$ cat config.mk
export PLATFORM = sky130hd
export DESIGN_NAME = hybrid_prefix_adder
export DESIGN_NICKNAME = d
export VERILOG_FILES = /design/src/rtl/hybrid_prefix_adder.sv
export SDC_FILE = /design/constraint.sdc
export NUM_CORES = 1
export LEC_CHECK = 0
export ABC_AREA = 1
export BUFFER_PORTS_ARGS = -buffer_cell sky130_fd_sc_hd__buf_2
export CAP_MARGIN = 20
export CORE_UTILIZATION = 47
export DETAILED_ROUTE_END_ITERATION = 6
export PLACE_DENSITY = 0.91
export SLEW_MARGIN = 20
export SYNTH_ARGS = -nofsm -noshare
export SYNTH_HDL_FRONTEND = slang
export SYNTH_SLANG_ARGS = --single-unit
$ cat constraint.sdc
create_clock -name vclk -period 3.77
set_input_delay 0.1885 -clock vclk [all_inputs]
set_output_delay 0.1885 -clock vclk [all_outputs]
set_load 0.005 [all_outputs]
$ cat src/rtl/hybrid_prefix_adder.sv
module hybrid_prefix_adder #(
  parameter int W  = 16,
  parameter int LO = 8
) (
  input  logic [W-1:0] a,
  input  logic [W-1:0] b,
  input  logic         cin,
  output logic [W-1:0] sum,
  output logic         cout
);
  localparam int HI = W - LO;
  localparam int LB = (LO > 1) ? $clog2(LO) : 1;
  localparam int LK = (HI > 1) ? $clog2(HI) : 1;
  localparam int BF = 2 * LB - 1;

  if (LO < 1 || LO > W - 1) begin : g_bad_split
    $error("hybrid_prefix_adder: LO must lie in 1..W-1");
  end

  logic [W-1:0] g, p, c;
  logic         c_lo;
  assign g = a & b;
  assign p = a ^ b;

  logic [LO-1:0] bg [0:BF];
  logic [LO-1:0] bp [0:BF];

  for (genvar i = 0; i < LO; i++) begin : g_lo_seed
    if (i == 0) begin : g_b0
      assign bg[0][i] = g[0] | (p[0] & cin);
    end else begin : g_bn
      assign bg[0][i] = g[i];
    end
    assign bp[0][i] = p[i];
  end

  for (genvar l = 0; l < LB; l++) begin : g_up
    for (genvar i = 0; i < LO; i++) begin : g_node
      if ((i + 1) % (2 ** (l + 1)) == 0) begin : g_op
        assign bg[l+1][i] = bg[l][i] | (bp[l][i] & bg[l][i - 2**l]);
        assign bp[l+1][i] = bp[l][i] & bp[l][i - 2**l];
      end else begin : g_pass
        assign bg[l+1][i] = bg[l][i];
        assign bp[l+1][i] = bp[l][i];
      end
    end
  end

  for (genvar d = 0; d < LB - 1; d++) begin : g_down
    localparam int S = 2 ** (LB - 1 - d);
    for (genvar i = 0; i < LO; i++) begin : g_node
      if (((i + 1) % S == S / 2) && (i + 1 > S)) begin : g_op
        assign bg[LB+1+d][i] = bg[LB+d][i] | (bp[LB+d][i] & bg[LB+d][i - S/2]);
        assign bp[LB+1+d][i] = bp[LB+d][i] & bp[LB+d][i - S/2];
      end else begin : g_pass
        assign bg[LB+1+d][i] = bg[LB+d][i];
        assign bp[LB+1+d][i] = bp[LB+d][i];
      end
    end
  end

  assign c_lo = bg[BF][LO-1];

  for (genvar i = 0; i < LO; i++) begin : g_lo_carry
    if (i == 0) begin : g_c0
      assign c[i] = cin;
    end else begin : g_cn
      assign c[i] = bg[BF][i-1];
    end
  end

  logic [HI-1:0] kg [0:LK];
  logic [HI-1:0] kp [0:LK];

  for (genvar j = 0; j < HI; j++) begin : g_hi_seed
    if (j == 0) begin : g_k0
      assign kg[0][j] = g[LO] | (p[LO] & c_lo);
    end else begin : g_kn
      assign kg[0][j] = g[LO+j];
    end
    assign kp[0][j] = p[LO+j];
  end

  for (genvar k = 0; k < LK; k++) begin : g_ks
    for (genvar j = 0; j < HI; j++) begin : g_node
      if (j >= 2 ** k) begin : g_op
        assign kg[k+1][j] = kg[k][j] | (kp[k][j] & kg[k][j - 2**k]);
        assign kp[k+1][j] = kp[k][j] & kp[k][j - 2**k];
      end else begin : g_pass
        assign kg[k+1][j] = kg[k][j];
        assign kp[k+1][j] = kp[k][j];
      end
    end
  end

  for (genvar j = 0; j < HI; j++) begin : g_hi_carry
    if (j == 0) begin : g_c0
      assign c[LO] = c_lo;
    end else begin : g_cn
      assign c[LO+j] = kg[LK][j-1];
    end
  end

  assign sum  = p ^ c;
  assign cout = kg[LK][HI-1];
endmodule

; Word-level counts from Yosys, hierarchy flattened
; Cells that the tools add are included.
[word_totals]
ff_bits = 0
elab_cells = 77
[op_classes]
n_bitwise = 77
[op_table]
columns = op, n
row1 = 1-bit bitwise AND, 44
row2 = 16-bit bitwise XOR, 2
row3 = 1-bit OR, 30
row4 = 16-bit bitwise AND, 1

; Depth between registers and ports, before layout
; Gate-level depths: netlist of the first run.
[depth]
word_depth = 17
depth_mapped = 18
ltp_nobuf = 18

; Worst setup path before layout of the first run
; OpenSTA, ideal clock, no wires.
[synth_timing]
path_kind = input to output
startpoint = in a[0]
endpoint = out cout
arrival_time_ps = 2407
required_time_ps = 3582
slack_ps = 1174
path_stages = 18
path_buffers = 0
cell_sequence = inv_1 fa_1 inv_1 fa_1 nand2_1 nand2_1 o21ai_0 inv_1 a21oi_1 fa_1 fa_1 inv_1 nand2_1 nand2_1 nand3b_1 nand2_1 nand2_1 nand2_1
[synth_via]
elab_chain_cells = 17
word_cells_on_any_way = 18
classes_between = bitwise: 18
[synth_lines]
columns = item, line
row1 = from (decl), 5  ; input logic [W-1:0] a,
row2 = 16-bit bitwise XOR, 23  ; assign p = a ^ b;
row3 = 1-bit bitwise AND, 30  ; assign bg[0][i] = g[0] | (p[0] & cin);
row4 = 1-bit OR (*), 30
row5 = 1-bit bitwise AND (*), 40  ; assign bg[l+1][i] = bg[l][i] | (bp[l][i] & bg[l][i - 2**l]);
row6 = 1-bit OR (*), 40
row7 = 1-bit bitwise AND (*), 40
row8 = 1-bit OR (*), 40
row9 = 1-bit bitwise AND (*), 40
row10 = 1-bit OR (*), 40
row11 = 1-bit bitwise AND (*), 77  ; assign kg[0][j] = g[LO] | (p[LO] & c_lo);
row12 = 1-bit OR (*), 77
row13 = 1-bit bitwise AND (*), 87  ; assign kg[k+1][j] = kg[k][j] | (kp[k][j] & kg[k][j - 2**k]);
row14 = 1-bit OR (*), 87
row15 = 1-bit bitwise AND (*), 87
row16 = 1-bit OR (*), 87
row17 = 1-bit bitwise AND (*), 87
row18 = 1-bit OR (*), 87
row19 = to (decl), 9  ; output logic cout
; Every way passes the cells marked *; elsewhere a longest branch is shown, timed or not.

; Worst setup path in the final report of the first run
; Same ends and word-level chain as after synthesis.

==> metrics.txt, run 1 <==
run status=finished, final reports clean; RSZ-0062 raised after global routing=no; Unique masters post-synth=12; CP Capture Type=primary output; GRT Total Usage=0.215; yosys warns=0; pwr dens=approximately 170 mW/mm2; LEAKAGE=0.000650 uW; multiplexer share of the synthesized area=0; sequential area share after synthesis=0; Starting DRT DRC Count=5; first-pass GRT wire length=2.43 mm; setup tns final=0 ns; crit-path most repeated cell=nand2_1; Routed Antenna Nets=0; Row Count=13; CP max FO=2; synth cell count leaders=inv_1, nand2_1, ha_1, a21oi_1, fa_1; Die H=40.0 um; XOR/XNOR Fraction of Synth Area=0.0773; antenna violations before repair=0; Worst-Margin Slew=0.199 ns; min Tclk post-route=2.97 ns; Max Slew Vio Count=0; Slew HR=0.866; post-layout instance area=948 um2; worst hold slack=0.712 ns; # resized after CTS=0; CP Launch Type=input pin; register area=0 um2; Clock buffer cells=0; # IOs=50; Post-Place Cell Area=948 um2; Synth Cell Area=~680 um2; worst stage delay on the critical path=0.43 ns; WS Path Type=input pin to primary output; synth top area cells=ha_1, fa_1, inv_1; Peak Freq=between 300 and 400 MHz; main combinational cell family by area after synthesis=adder cells; wire per inst=a little over 9 um; Syn Area/Cell=roughly 6.4 um2; layout cell share with drive strength beyond 1=0.321; complex-gate fraction of the synthesized area=0.0737; starting density of the core=0.516; Final setup viols=0; Peak VDD IR=about 91 uV; top-count cell post-synth=inv_1; Placer Congestion=between 0.7 and 0.8; 1st-pass router iterations=4; syn nets=159; Post-Synth Adder-Cell Area=0.446; multi-input logic area=563 um2; crit path DAT=around 2.8 ns; area of the die=roughly 0.0016 mm2; largest area contributor in the netlist=ha_1; area grow syn2layout=39.6%; Fin. Hold Viols=0; Via Count=782; Post-Synthesis Cells=106; Seq cells=0; delay-heaviest family, CP=adder cells; CP max-delay cell=fa_1; vias in the first global route=around 670; Hold WC Path Type=input pin to primary output; Req. time, crit path=3.58 ns; max_cap viols=0; fin util=0.720; die span in x=40.0 um; Yosys top cell area share=0.239; total gr overflow=0; dpl hpwl=1.53 mm; IO buf count=50; CTS Hold Bufs=0; Post-Synth Simple-Gate Area=0.232; largest net degree at the start of global routing=6; Core Footprint=between 0.001 and 0.0015 mm2; via/cell ratio=4.57; # DRC=0; nets=between 200 and 250; drt total wl=1.60 mm; # fillers=roughly 110; Final period util=0.788; Tot Pwr=between 150 and 200 uW; Buf/Inv on CP=6; postcts setup bufs=0; n_diodes=0; worst path cell trace=buf_2 -> inv_1 -> fa_1 -> inv_1 -> fa_1 -> nand2_1 -> nand2_1 -> o21ai_0 -> inv_1 -> a21oi_1 -> fa_1 -> fa_1 -> inv_1 -> nand2_1 -> nand2_1 -> nand3b_1 -> nand2_1 -> nand2_1 -> nand2_1 -> buf_2
path summary, 6_finish.rpt:
path                  from     end  cells past startpoint
worst max-delay path  a[0]    cout                     20
worst min-delay path  b[1]  sum[1]                      3
layout make-up:
type | instances | area share
inverters | 31 | 0.123
multi-input cells | 75 | 0.594
repair buffers | 50 | 0.264
well taps | 15 | 0.0198
per-stage QoR:
step / instances / setup slack [ns]
after global placement: 171 / 0.871
after detailed placement: 171 / 0.787
final: 171 / 0.799
after CTS: 171 / 0.788
after global routing: 171 / 0.496
after floorplan: 106 / 1.17
logic make-up (layout without fill, tap and decap cells):
kind of cell,after synthesis,after routing
buffers and inverters,31,81
XOR/XNOR,6,6
AO/OA/AOI/OAI,10,10
AND/OR/NAND/NOR,39,39
adder cells (fa/ha/maj),20,20
power by group:
group	total (uW)	internal [uW]	switching, uW
combinational	157	77.8	79.1
clock	0	0	0
sequential	0	0	0
worst min-delay path: cells and delay by family:
family | cells | cell delay [ns]
fa+ha+maj | 1 | 0.14
buf+inv | 2 | 0.19
per-layer routing:
layer,GRT usage,wire length (um),up-vias
li1,-,-,418
met1,0.232,616,335
met2,0.472,893,29
met3,0,90,0
met4,0,0,0
met5,0,0,-
layout by cell type, fill, tap and decap left out:
cell	instances
or2_1	1
fa_1	7
inv_1	31
nand2_1	29
nor2_1	4
a21oi_1	7
nand3_1	4
o21ai_0	3
ha_1	13
xnor2_1	4
nand3b_1	1
xor2_1	2
buf_2	50
Power figures use the tool's default switching activity.
==> inputs of run 2 (changes only) <==
--- a/config.mk
+++ b/config.mk
@@ -8,9 +8,9 @@
 export ABC_AREA = 1
 export BUFFER_PORTS_ARGS = -buffer_cell sky130_fd_sc_hd__buf_2
 export CAP_MARGIN = 20
-export CORE_UTILIZATION = 47
+export CORE_UTILIZATION = 43
 export DETAILED_ROUTE_END_ITERATION = 6
-export PLACE_DENSITY = 0.91
+export PLACE_DENSITY = 0.85
 export SLEW_MARGIN = 20
 export SYNTH_ARGS = -nofsm -noshare
 export SYNTH_HDL_FRONTEND = slang
==> constraint.sdc (replaced) <==
create_clock -name vclk -period 3
set_input_delay 0.15 -clock vclk [all_inputs]
set_output_delay 0.15 -clock vclk [all_outputs]
set_load 0.005 [all_outputs]
==> run 2 against run 1 <==
Effect of this change:
- design area increased by 2.2%
- global-route usage decreased by 0.88 points
- hold slack worse by 0.039 ns
- first-iteration DRC count shrank 60%
- utilization fell by 1.8 points
- setup slack worse by 0.57 ns
- critical path depth stayed put
- combinational power increased by 30%
- total power grew 30%
- die area is 8.8% higher
- sequential share of layout area unchanged
- critical path type unchanged
- largest power group unchanged
- highest routed layer unchanged
==> metrics.txt, run 2 (same netlist as run 1, synthesis figures left out) <==
run status=finished, final reports clean; Placer Congestion=0.804; GRT Total Usage=0.206; vias in the first global route=between 800 and 900; Peak Freq=361 MHz; die span in x=41.8 um; highest metal used=met3; drt total wl=between 1.5 and 2 mm; LEAKAGE=between 0.0006 and 0.0007 uW; max_cap viols=0; register area=0 um2; Via Count=806; 1st-pass router iterations=4; via/cell ratio=4.69; Slew HR=0.850; antenna violations before repair=0; setup tns final=0 ns; dpl hpwl=1.61 mm; commonest non-fill, non-tap cell in the layout=buf_2; CTS Hold Bufs=0; Final period util=0.923; most frequent cells in the layout=buf_2, inv_1, nand2_1; # IOs=50; Max Slew Vio Count=0; layout cell share with drive strength beyond 1=0.363; crit path DAT=2.62 ns; WS Path Type=input pin to primary output; Hold WC Path Type=input pin to primary output; min Tclk post-route=between 2 and 3 ns; Core Footprint=0.00138 mm2; IO buf count=50; Peak VDD IR=107 uV; Worst-Margin Slew=between 0.2 and 0.25 ns; area grow syn2layout=42.7%; first-pass GRT wire length=about 3.0 mm; Final setup viols=0; Clock buffer cells=0; area of the die=0.00174 mm2; Routed Antenna Nets=0; nets=212; Row Count=13; Starting DRT DRC Count=2; wl on met1=638 um; wire per inst=9.98 um; largest net degree at the start of global routing=6; Fin. Hold Viols=0; total gr overflow=0; CP Launch Type=input pin; starting density of the core=0.491; CP max FO=2; Req. time, crit path=roughly 2.9 ns; pwr dens=210 mW/mm2; CP Capture Type=primary output; Die H=between 40 and 50 um; n_diodes=0; met2 wire len=977 um; # DRC=0; Seq cells=0; met3 routed wirelength=about 100 um; fin util=0.701
==> run 2: changes by cell type in the layout (fill, tap and decap cells not counted), sizes merged <==
| cell | delta |
|---|---|
| buf | +1 |
==> run 2: metal layers <==
metal,track usage,up-vias
met4,0,0
met2,0.469,30
met1,0.202,355
li1,-,421
met3,0.0130,0
met5,0,-
==> run 2: area by class of cell <==
cell class / instances / area [um2]
fillers: 131 / 413
inverters: 31 / 116
multi-input cells: 75 / 577
well taps: 15 / 18.8
repair buffers: 51 / 258
==> run 2: report_power, final <==
part	internal (uW)	switching [uW]	total (uW)
clock	0	0	0
combinational	102	102	204
sequential	0	0	0
total	102	102	204
==> run 2: worst paths after layout <==
check | from | end | slack [ns] | cells after the start
setup / recovery | a[0] | cout | 0.23 | 20
hold / removal | b[4] | sum[4] | 0.67 | 3
==> run 2: timing repair <==
action / in CTS / in global routing
setup buffers: 0 / 1
resized for setup: 0 / 7
setup endpoints to repair: 0 / 3
==> run 2: worst max-delay path: stages <==
cell and delay [ns]:
buf_2 0.07, inv_1 0.05, fa_2 0.38, inv_2 0.07
fa_2 0.21, nand2_1 0.05, nand2_1 0.05, o21ai_1 0.07
inv_1 0.10, a21oi_2 0.08, fa_2 0.39, fa_2 0.38
inv_1 0.06, nand2_1 0.04, nand2_1 0.07, nand3b_1 0.10
nand2_1 0.09, nand2_1 0.05, nand2_1 0.05, buf_2 0.11
==> run 2: metrics by stage <==
step | hold slack [ns] | worst slack, ns | cell area [um2] | total power [uW] | instances
2_1_floorplan | 0.452 | 0.481 | 679 | 113 | 106
3_3_place_gp | 0.631 | 0.148 | 948 | 189 | 171
3_5_place_dp | 0.670 | 0.0352 | 948 | 198 | 171
4_1_cts | 0.670 | 0.0334 | 948 | 200 | 171
5_1_grt | 0.695 | -0.00179 | 970 | 233 | 172
6_report | 0.674 | 0.230 | 970 | 204 | 172
